`config.mk`:
```
export PLATFORM = sky130hd
export DESIGN_NAME = evt_irq_filter
export DESIGN_NICKNAME = d
export VERILOG_FILES = /design/src/rtl/evt_filter_pkg.sv /design/src/rtl/evt_status_hold.sv /design/src/rtl/evt_prev_track.sv /design/src/rtl/evt_line_decode.sv /design/src/rtl/evt_irq_filter.sv
export SDC_FILE = /design/constraint.sdc
export NUM_CORES = 1
export LEC_CHECK = 0
export ABC_CLOCK_PERIOD_IN_PS = 1510
export CAP_MARGIN = 15
export CORE_ASPECT_RATIO = 0.6
export CORE_MARGIN = 2
export CORE_UTILIZATION = 30
export CTS_CLUSTER_DIAMETER = 30
export CTS_CLUSTER_SIZE = 25
export DETAILED_ROUTE_END_ITERATION = 8
export DONT_BUFFER_PORTS = 1
export SETUP_SLACK_MARGIN = 0.3
export SLEW_MARGIN = 10
export SYNTH_ARGS = -nofsm -noshare
export SYNTH_HDL_FRONTEND = slang
export SYNTH_SLANG_ARGS = --single-unit
export TNS_END_PERCENT = 50
```
`constraint.sdc`:
```
create_clock -name clk -period 1.51 [get_ports clk]
set_input_delay 0.302 -clock clk [delete_from_list [all_inputs] [get_ports clk]]
set_output_delay 0.302 -clock clk [all_outputs]
set_load 0.01 [all_outputs]
```
`src/rtl/evt_filter_pkg.sv`:
```
package evt_filter_pkg;

  localparam int unsigned MODE_W = 3;

  typedef enum logic [MODE_W-1:0] {
    TRIG_RISE = 3'd0,
    TRIG_FALL = 3'd1,
    TRIG_BOTH = 3'd2,
    TRIG_HIGH = 3'd3,
    TRIG_LOW  = 3'd4
  } trig_mode_e;

  // Decision for one line: observed edge/level match merged with a status
  // hit that left no visible level change behind.
  function automatic logic line_event(input logic [MODE_W-1:0] mode,
                                      input logic prev_lvl,
                                      input logic cur_lvl,
                                      input logic sts_hit);
    logic rise;
    logic fall;
    logic chg;
    logic hidden;
    logic res;
    rise   = !prev_lvl && cur_lvl;
    fall   = prev_lvl && !cur_lvl;
    chg    = prev_lvl ^ cur_lvl;
    hidden = sts_hit && !chg;
    case (mode)
      TRIG_RISE: res = rise | hidden;
      TRIG_FALL: res = fall | hidden;
      TRIG_BOTH: res = chg | hidden;
      TRIG_HIGH: res = cur_lvl | hidden;
      TRIG_LOW:  res = !cur_lvl | hidden;
      default:   res = 1'b0;
    endcase
    return res;
  endfunction

endpackage

```
`src/rtl/evt_status_hold.sv`:
```
module evt_status_hold #(
  parameter int unsigned NLINES = 8
) (
  input  logic              clk,
  input  logic              rst_n,
  input  logic              sts_valid,
  input  logic [NLINES-1:0] sts_word,
  input  logic              consume,
  output logic [NLINES-1:0] sts_eff
);

  logic [NLINES-1:0] sts_q;
  logic [NLINES-1:0] sts_new;

  assign sts_new = sts_valid ? sts_word : '0;
  assign sts_eff = sts_q | sts_new;

  always_ff @(posedge clk or negedge rst_n) begin
    if (!rst_n) begin
      sts_q <= '0;
    end else if (consume) begin
      sts_q <= '0;
    end else if (sts_valid) begin
      sts_q <= sts_q | sts_word;
    end
  end

  // gathered status never survives an input snapshot
  p_status_clear_r8: assert property (@(posedge clk) disable iff (!rst_n)
    consume |=> (sts_q == '0));

  // strobed status bits are kept until consumed
  p_status_keep_r8: assert property (@(posedge clk) disable iff (!rst_n)
    (sts_valid && !consume) |=> ((sts_q & $past(sts_word)) == $past(sts_word)));

endmodule

```
`src/rtl/evt_prev_track.sv`:
```
module evt_prev_track #(
  parameter int unsigned NLINES = 8
) (
  input  logic              clk,
  input  logic              rst_n,
  input  logic              in_valid,
  input  logic [NLINES-1:0] in_word,
  output logic [NLINES-1:0] prev_lvl,
  output logic              primed
);

  always_ff @(posedge clk or negedge rst_n) begin
    if (!rst_n) begin
      prev_lvl <= '0;
      primed   <= 1'b0;
    end else if (in_valid) begin
      prev_lvl <= in_word;
      primed   <= 1'b1;
    end
  end

  // stored levels follow every snapshot, enabled or not
  p_prev_load_r9: assert property (@(posedge clk) disable iff (!rst_n)
    in_valid |=> (prev_lvl == $past(in_word)));

  // priming only happens through a snapshot
  p_primed_src_r10: assert property (@(posedge clk) disable iff (!rst_n)
    $rose(primed) |-> $past(in_valid));

endmodule

```
`src/rtl/evt_line_decode.sv`:
```
module evt_line_decode
  import evt_filter_pkg::*;
#(
  parameter int unsigned NLINES = 8
) (
  input  logic [NLINES-1:0]        cfg_en,
  input  logic [MODE_W*NLINES-1:0] cfg_mode,
  input  logic [NLINES-1:0]        prev_lvl,
  input  logic [NLINES-1:0]        cur_lvl,
  input  logic [NLINES-1:0]        sts_hit,
  output logic [NLINES-1:0]        line_evt
);

  for (genvar gi = 0; gi < NLINES; gi++) begin : g_line
    logic [MODE_W-1:0] mode_i;
    assign mode_i = cfg_mode[gi*MODE_W +: MODE_W];
    assign line_evt[gi] = cfg_en[gi] &&
                          line_event(mode_i, prev_lvl[gi], cur_lvl[gi], sts_hit[gi]);
  end

endmodule

```
`src/rtl/evt_irq_filter.sv`:
```
module evt_irq_filter
  import evt_filter_pkg::*;
#(
  parameter int unsigned NLINES = 8
) (
  input  logic                     clk,
  input  logic                     rst_n,
  input  logic [NLINES-1:0]        cfg_en,
  input  logic [MODE_W*NLINES-1:0] cfg_mode,
  input  logic                     sts_valid,
  input  logic [NLINES-1:0]        sts_word,
  input  logic                     in_valid,
  input  logic [NLINES-1:0]        in_word,
  output logic                     pend_valid,
  output logic [NLINES-1:0]        pend_vec
);

  logic [NLINES-1:0] sts_eff;
  logic [NLINES-1:0] prev_lvl;
  logic              primed;
  logic [NLINES-1:0] line_evt;
  logic [NLINES-1:0] evt_gated;

  evt_status_hold #(.NLINES(NLINES)) u_sts (
    .clk       (clk),
    .rst_n     (rst_n),
    .sts_valid (sts_valid),
    .sts_word  (sts_word),
    .consume   (in_valid),
    .sts_eff   (sts_eff)
  );

  evt_prev_track #(.NLINES(NLINES)) u_prev (
    .clk      (clk),
    .rst_n    (rst_n),
    .in_valid (in_valid),
    .in_word  (in_word),
    .prev_lvl (prev_lvl),
    .primed   (primed)
  );

  evt_line_decode #(.NLINES(NLINES)) u_dec (
    .cfg_en   (cfg_en),
    .cfg_mode (cfg_mode),
    .prev_lvl (prev_lvl),
    .cur_lvl  (in_word),
    .sts_hit  (sts_eff),
    .line_evt (line_evt)
  );

  assign evt_gated = primed ? line_evt : '0;

  always_ff @(posedge clk or negedge rst_n) begin
    if (!rst_n) begin
      pend_valid <= 1'b0;
      pend_vec   <= '0;
    end else begin
      pend_valid <= in_valid;
      pend_vec   <= in_valid ? evt_gated : '0;
    end
  end

  // one result pulse per snapshot, exactly one cycle later
  p_pend_latency_r11: assert property (@(posedge clk) disable iff (!rst_n)
    in_valid |=> pend_valid);
  p_pend_source_r11: assert property (@(posedge clk) disable iff (!rst_n)
    pend_valid |-> $past(in_valid));
  p_vec_idle_r11: assert property (@(posedge clk) disable iff (!rst_n)
    !pend_valid |-> (pend_vec == '0));

  // disabled lines stay silent
  p_disabled_quiet_r9: assert property (@(posedge clk) disable iff (!rst_n)
    pend_valid |-> ((pend_vec & ~$past(cfg_en)) == '0));

  // first snapshot after reset yields nothing
  p_first_silent_r10: assert property (@(posedge clk) disable iff (!rst_n)
    (in_valid && !primed) |=> (pend_vec == '0));

endmodule

```
==> results of run 1 <==
==> worst max-delay path: stages (launching register included) <==
cell and delay [ps]:
dfrtp_1 390, ha_1 280, inv_1 40, mux4_2 450, o21ai_2 120, a21oi_1 70
==> final cells by class <==
cell class                      instances  area, µm²
Fill cell                             514       3170
Sequential cell                        26        651
Clock buffer                            4       55.1
Timing Repair Buffer                    6       63.8
Tap cell                               66       82.6
Inverter                               24       90.1
Multi-Input combinational cell         99        913
==> per-stage QoR <==
step	setup slack (ps)	power [mW]	hold slack, ps	cells	util
detailed placement	65.7	1.00	7.04	216	0.324
global placement	86.7	0.997	7.30	216	0.324
finish	56.9	1.54	60.0	225	0.369
global route	-39.5	1.64	32.0	225	0.369
CTS	57.0	1.52	38.2	225	0.349
floorplan	112	0.970	6.41	153	-
==> synth_stat cells, drive strengths merged <==
cell,instances,share of area
or2b,1,0.0048
a22oi,7,0.034
nand2,9,0.022
clkbuf,2,0.0048
buf,2,0.0064
and2,1,0.0040
mux4,8,0.12
nor2,1,0.0024
nand2b,7,0.028
o21ai,17,0.055
a21o,7,0.034
inv,24,0.058
or2,1,0.0040
ha,16,0.13
a21oi,9,0.029
nor2b,7,0.028
dfrtp,26,0.42
nand3,8,0.026
==> layout by cell type (no fill, tap or decap), drive strengths merged <==
master,count
dfrtp,26
inv,24
o21ai,17
ha,16
nand2,9
a21oi,9
mux4,8
nand3,8
nand2b,7
a21o,7
a22oi,7
nor2b,7
buf,5
clkbuf,4
or2b,1
and2,1
nor2,1
or2,1
dlygate4sd3,1
==> registers in the layout (all words and copies together) (netlist names) <==
| signal | count |
|---|---|
| pend_valid | 1 |
| pend_vec | 8 |
| u_prev.prev_lvl | 8 |
| u_prev.primed | 1 |
| u_sts.sts_q | 8 |
==> what timing repair did <==
| action | CTS | global route |
|---|---|---|
| setup endpoints to repair | 8 | 8 |
| hold buffers | 2 | 0 |
| resized for setup | 2 | 21 |
| pin swaps | 2 | 10 |
| hold endpoints to repair | 26 | 0 |
| buffers inserted | 3 | 0 |
==> kinds of logic after synthesis <==
| logic type | share of synthesized area |
|---|---|
| compound gates | 0.151 |
| simple gates | 0.119 |
| buf+inv | 0.0690 |
| flops | 0.417 |
| fa+ha+maj | 0.128 |
| mux | 0.116 |
==> worst paths after layout <==
path,start,end,slack (ps)
min reg2reg,u_prev.primed,u_prev.primed,470
max,u_prev.prev_lvl[6],pend_vec[6],60
min,in_valid,pend_valid,60
min in group asynchronous,rst_n,pend_valid,480
max in group asynchronous,rst_n,u_sts.sts_q[7],880
max reg2reg,u_prev.prev_lvl[6],pend_vec[6],60
==> power by group through the flow <==
stage / logic [mW] / clock network, mW / registers, mW
after global routing: 0.350 / 0.514 / 0.779
final: 0.306 / 0.460 / 0.773
after CTS: 0.267 / 0.490 / 0.766
after detailed placement: 0.225 / 0 / 0.779
after floorplan: 0.197 / 0 / 0.774
after global placement: 0.219 / 0 / 0.778
==> per-layer routing <==
metal / up-vias / routed length (µm)
li1: 530 / -
met1: 513 / 1570
met2: 42 / 1560
met3: 0 / 280
met4: 0 / 0
met5: - / 0
==> run summary, run 1 <==
status: completed
Die ar.: 5810 µm²
GR Util met2: 0.194
# rows: 20
GP Congestion: 0.786
clk sinks: 26
Startpoint Class: register
sequential area share after synthesis: 0.417
wire per inst: 15.2 µm
Post-DP HPWL: 2.44 mm
1st-pass router iterations: 4
peak supply drop: 0.333 mV
Final Max Slew Viols: 0
Register-to-Register Path Depth: 5
via count: 1085
CP arrival: 1620 ps
met1 Use GR: 0.160
RSZ-0062 raised after global routing: yes
clock transition at the registers of the reported paths: 90 ps
die width: 97.1 µm
nets@finish: 228
HP Class: in -> reg
Final TNS setup: 0 ps
Area growth syn-to-layout: 19.0%
antenna viol nets, final: 0
share of total power in the clock network: 0.299
Worst EP required: 1670 ps
layout cells sized above 1: 0.252
die height: 59.8 µm
peak fanout along the critical path: 2
Routed WL: 3.41 mm
H-tree depth: 1
core area: 5030 µm²
Max Cap Viol: 0
Synthesized Nets: 221
IO buf count: 0
post-route cell area: 1860 µm²
Avg Inst Size Synth: 10.2 µm²
Unique masters post-synth: 19
FF+latch count, synth: 26
Initial Util: 0.310
cts bufs inserted: 3
Setup Skew: 3.59 ps
Placed Area: 1630 µm²
diodes inserted: 0
CTS tree: yes
IO Count: 61
Total GRT Usage: 0.121
Gate power share: 0.199
vias in the first global route: 1113
Mapped Cells: 153
first-pass GRT wire length: 5.38 mm
leak pwr: 0.855 nW
normalized max-slew margin: 0.859
f_max: 688 MHz
met3 Use GR: 0.0515
Setup violations, final: 0
gr busiest metal: met2
routed vias/inst: 4.82
DRT iter0 DRCs: 41
Crit. End Element: register
WS Path Type: reg -> reg
drt drc: 0
period utilization: 0.962
NetSw: 0.393 mW
largest net degree at the start of global routing: 28
fin crit period: 1450 ps
Mapped Area: 1560 µm²
synthesis warning total: 0
initial antenna violation count: 0
clk buf depth: 2
final hold vios: 0
grt total ovfl: 0
switch share: 0.255
clk_lat worst skew: 270 ps
Reg power frac: 0.502
root buffer cell: clkbuf_8
worst hold path depth: 0
worst slew pin tran: 212 ps
PwrDens: 829 nW/µm²
Int Pwr: 1.15 mW
No activity file was read; power rests on OpenSTA's default activity.
==> inputs of run 2 (changes only) <==
GPL_TIMING_DRIVEN = 0   (was default)
==> run summary, run 2 (synthesized netlist as in run 1, its figures left out) <==
Worst EP required: 1670 ps
fin crit period: 1470 ps
CTS tree: yes
wire per inst: 15.0 µm
via count: 1071
DRT iter0 DRCs: 8
WS Path Type: reg -> reg
Routed WL: 3.38 mm
layout cells sized above 1: 0.138
Gate power share: 0.183
HP Class: in -> reg
routed vias/inst: 4.76
Final TNS setup: 0 ps
final hold vios: 0
fin util: 0.354
core area: 5030 µm²
most common cell after layout, fill and taps aside: dfrtp_1
worst slew pin tran: 522 ps
RSZ-0062 raised after global routing: yes
Max Cap Viol: 0
Startpoint Class: register
biggest regs: pend_vec (8), u_prev.prev_lvl (8), u_sts.sts_q (8)
first-pass GRT wire length: 5.50 mm
drt drc: 0
clock transition at the registers of the reported paths: 90 ps
Area growth syn-to-layout: 14.2%
Total GRT Usage: 0.122
# rows: 20
peak fanout along the critical path: 2
CP arrival: 1630 ps
Register-to-Register Path Depth: 5
initial antenna violation count: 0
Setup violations, final: 0
Setup Skew: 1.62 ps
IO buf count: 0
diodes inserted: 0
Final Max Slew Viols: 0
NetSw: 0.383 mW
peak supply drop: 0.444 mV
H-tree depth: 1
grt total ovfl: 0
Reg power frac: 0.513
1st-pass router iterations: 4
Int Pwr: 1.12 mW
GP Congestion: 0.738
worst hold path depth: 0
clk buf depth: 2
cts bufs inserted: 3
CP cell instances: ha_4 > inv_2 > mux4_2 > o21ai_1 > a21oi_1
critical path's largest stage delay: 440 ps
normalized max-slew margin: 0.652
leak pwr: 0.853 nW
switch share: 0.255
antenna viol nets, final: 0
Critical-path top delay cell: mux4_2
nets@finish: 228
vias in the first global route: 1130
root buffer cell: clkbuf_8
Fillers: 518
Post-DP HPWL: 2.52 mm
status: completed
die width: 97.1 µm
largest net degree at the start of global routing: 27
commonest non-fill, non-tap cells in the layout: dfrtp_1 (26), inv_1 (23), o21ai_0 (16), ha_1 (12), nand2_1 (9)
Initial Util: 0.310
PwrDens: 844 nW/µm²
clk_lat worst skew: 270 ps
Power, Total: 1.50 mW
IO Count: 61
f_max: 679 MHz
Die ar.: 5810 µm²
share of total power in the clock network: 0.305
period utilization: 0.975
die height: 59.8 µm
clk sinks: 26
Crit. End Element: register
run 2: changes by cell type in the layout (fill, tap and decap cells not counted), sizes merged:
cell,previous run,this run
buf,5,3
clkbuf,4,6
run 2: cell type report:
| type | count | area [µm²] | area share |
|---|---|---|---|
| plain buffers | 4 | 17.5 | 0.00984 |
| clock buffers | 4 | 55.1 | 0.0309 |
| inverters | 24 | 90.1 | 0.0506 |
| multi-input cells | 99 | 855 | 0.480 |
| flip-flops and latches | 26 | 651 | 0.365 |
| well taps | 66 | 82.6 | 0.0464 |
| repair buffers | 2 | 30.0 | 0.0169 |
run 2: routing by layer:
metal,up-vias,GRT usage,part of all wire
met5,-,0,0
met2,38,0.196,0.41
met4,0,0,0
li1,532,-,-
met1,501,0.162,0.50
met3,0,0.0585,0.091
run 2: what timing repair did:
action / in CTS / in global routing
gates resized for setup: 1 / 5
hold buffers: 2 / 0
pin swaps: 0 / 1
hold endpoints to repair: 26 / 0
endpoints found under the setup margin: 8 / 8
setup buffers: 0 / 0
run 2: per-stage QoR:
step / cells / area, µm² / hold slack [ps] / worst slack (ps)
after floorplan: 153 / 1560 / 6.41 / 112
after global placement: 219 / 1640 / 7.24 / 69.6
after detailed placement: 219 / 1640 / 7.24 / 46.7
after CTS: 225 / 1740 / 41.5 / 50.1
after global routing: 225 / 1780 / 26.5 / -11.0
final: 225 / 1780 / 54.4 / 37.0
run 2: path summary, 6_finish.rpt:
| kind | slack, ps | start | to |
|---|---|---|---|
| max | 40 | u_prev.prev_lvl[6] | pend_vec[6] |
| min | 50 | in_valid | pend_valid |
| min reg2reg | 470 | u_prev.primed | u_prev.primed |
| max reg2reg | 40 | u_prev.prev_lvl[6] | pend_vec[6] |
| min in group asynchronous | 470 | rst_n | pend_vec[4] |
| max in group asynchronous | 890 | rst_n | u_sts.sts_q[0] |
run 2: critical path, delay by kind of cell, from the launching register on:
family	cells	cell delay [ps]
AO/OA/AOI/OAI	2	200
adder cells (fa/ha/maj)	1	280
buffers and inverters	1	20
flip-flops	1	420
multiplexers	1	440
run 2: power groups by stage:
| stage | clock [mW] | sequential, mW | combinational (mW) |
|---|---|---|---|
| 3_5_place_dp | 0 | 0.779 | 0.238 |
| 3_3_place_gp | 0 | 0.779 | 0.233 |
| 5_1_grt | 0.517 | 0.776 | 0.318 |
| 4_1_cts | 0.488 | 0.767 | 0.266 |
| 2_1_floorplan | 0 | 0.774 | 0.197 |
| 6_report | 0.458 | 0.770 | 0.274 |
==> inputs of run 3 (changes only) <==
PLACE_DENSITY = 0.44   (was default)
==> run summary, run 3 (synthesized netlist as in run 1, its figures left out) <==
share of total power in the clock network: 0.280
clk sinks: 26
Setup Skew: 5.68 ps
CTS tree: yes
Total GRT Usage: 0.135
Placed Area: 1640 µm²
routed vias/inst: 4.95
diodes inserted: 0
post-CTS setup buffers: 0
via count: 1108
cts bufs inserted: 3
Initial Util: 0.310
1st-pass router iterations: 4
HP Class: in -> reg
CP arrival: 1650 ps
Int Pwr: 1.09 mW
largest net degree at the start of global routing: 27
Worst EP required: 1680 ps
root buffer cell: clkbuf_8
clk buf depth: 2
leak pwr: 0.839 nW
Area growth syn-to-layout: 17.3%
fin util: 0.363
Max Cap Viol: 0
die width: 97.1 µm
die height: 59.8 µm
most common cell after layout, fill and taps aside: dfrtp_1
grt total ovfl: 0
peak fanout along the critical path: 2
nets@finish: 228
normalized max-slew margin: 0.640
Crit. End Element: register
clk_lat worst skew: 280 ps
NetSw: 0.427 mW
period utilization: 0.980
initial antenna violation count: 0
drt drc: 0
core area: 5030 µm²
RSZ-0062 raised after global routing: yes
vias in the first global route: 1201
wire per inst: 17.4 µm
status: completed
first-pass GRT wire length: 6.02 mm
clock transition at the registers of the reported paths: 100 ps
commonest non-fill, non-tap cells in the layout: dfrtp_1 (26), inv_1 (16), o21ai_0 (16), nand2_1 (9)
Routed WL: 3.90 mm
WS Path Type: reg -> reg
Die ar.: 5810 µm²
Reg power frac: 0.513
GP Congestion: 0.758
worst slew pin tran: 539 ps
Setup violations, final: 0
# rows: 20
biggest regs: pend_vec (8), u_prev.prev_lvl (8), u_sts.sts_q (8)
IO buf count: 0
PwrDens: 827 nW/µm²
H-tree depth: 1
post-route cell area: 1830 µm²
Final Max Slew Viols: 0
DRT iter0 DRCs: 26
final hold vios: 0
peak supply drop: 0.413 mV
IO Count: 61
Startpoint Class: register
Post-DP HPWL: 2.74 mm
f_max: 676 MHz
fin crit period: 1480 ps
antenna viol nets, final: 0
switch share: 0.282
layout cells sized above 1: 0.222
Gate power share: 0.208
[run 3: area by class of cell]
cell class | count | area [µm²]
Buffer | 4 | 17.5
Clock buffer | 3 | 41.3
Fill cell | 493 | 3200
Inverter | 24 | 90.1
Multi-Input combinational cell | 99 | 916
Sequential cell | 26 | 651
Tap cell | 66 | 82.6
Timing Repair Buffer | 2 | 30.0
[run 3: worst max-delay path: stages, from the launching register on]
cell	delay, ps
dfrtp_1	430
ha_4	290
inv_2	30
mux4_2	450
o21ai_2	120
a21oi_1	70
[run 3: worst paths after layout]
kind,start,endpoint,slack [ps],cells past startpoint
max in group asynchronous,rst_n,u_prev.primed,900,2
min in group asynchronous,rst_n,u_prev.prev_lvl[6],450,2
worst max register to register,u_prev.prev_lvl[6],pend_vec[6],30,5
worst max-delay path,u_prev.prev_lvl[6],pend_vec[6],30,5
worst min-delay path,in_valid,pend_valid,50,0
worst min register to register,u_prev.primed,u_prev.primed,470,1
[run 3: timing repair]
action	4_1_cts	5_1_grt
hold buffers	2	0
gates cloned	0	0
pin swaps	0	11
endpoints found under the hold margin	26	0
gates resized for setup	2	18
setup endpoints to repair	8	8
[run 3: stage by stage]
stage / setup TNS [ps] / instances / hold slack [ps] / power (mW) / setup slack, ps
final: 0 / 224 / 45.2 / 1.51 / 30.4
after global routing: -39.2 / 224 / 33.5 / 1.59 / -39.2
after CTS: 0 / 224 / 40.5 / 1.48 / 34.6
after detailed placement: 0 / 219 / 7.01 / 1.02 / 48.3
after global placement: 0 / 219 / 7.10 / 1.01 / 77.0
after floorplan: 0 / 153 / 6.41 / 0.970 / 112
[run 3: power by group through the flow]
stage	registers (mW)	clock network (mW)	logic [mW]
global route	0.780	0.454	0.355
detailed placement	0.779	0	0.244
global placement	0.778	0	0.228
finish	0.775	0.423	0.314
CTS	0.767	0.437	0.277
floorplan	0.774	0	0.197
[run 3: metal layers]
layer  part of all wire  global-route usage  vias to the layer above
met4             0.0038              0.0181                        0
li1                   -                   -                      531
met3              0.062              0.0561                        2
met5                  0                   0                        -
met2               0.51               0.238                       29
met1               0.43               0.163                      546
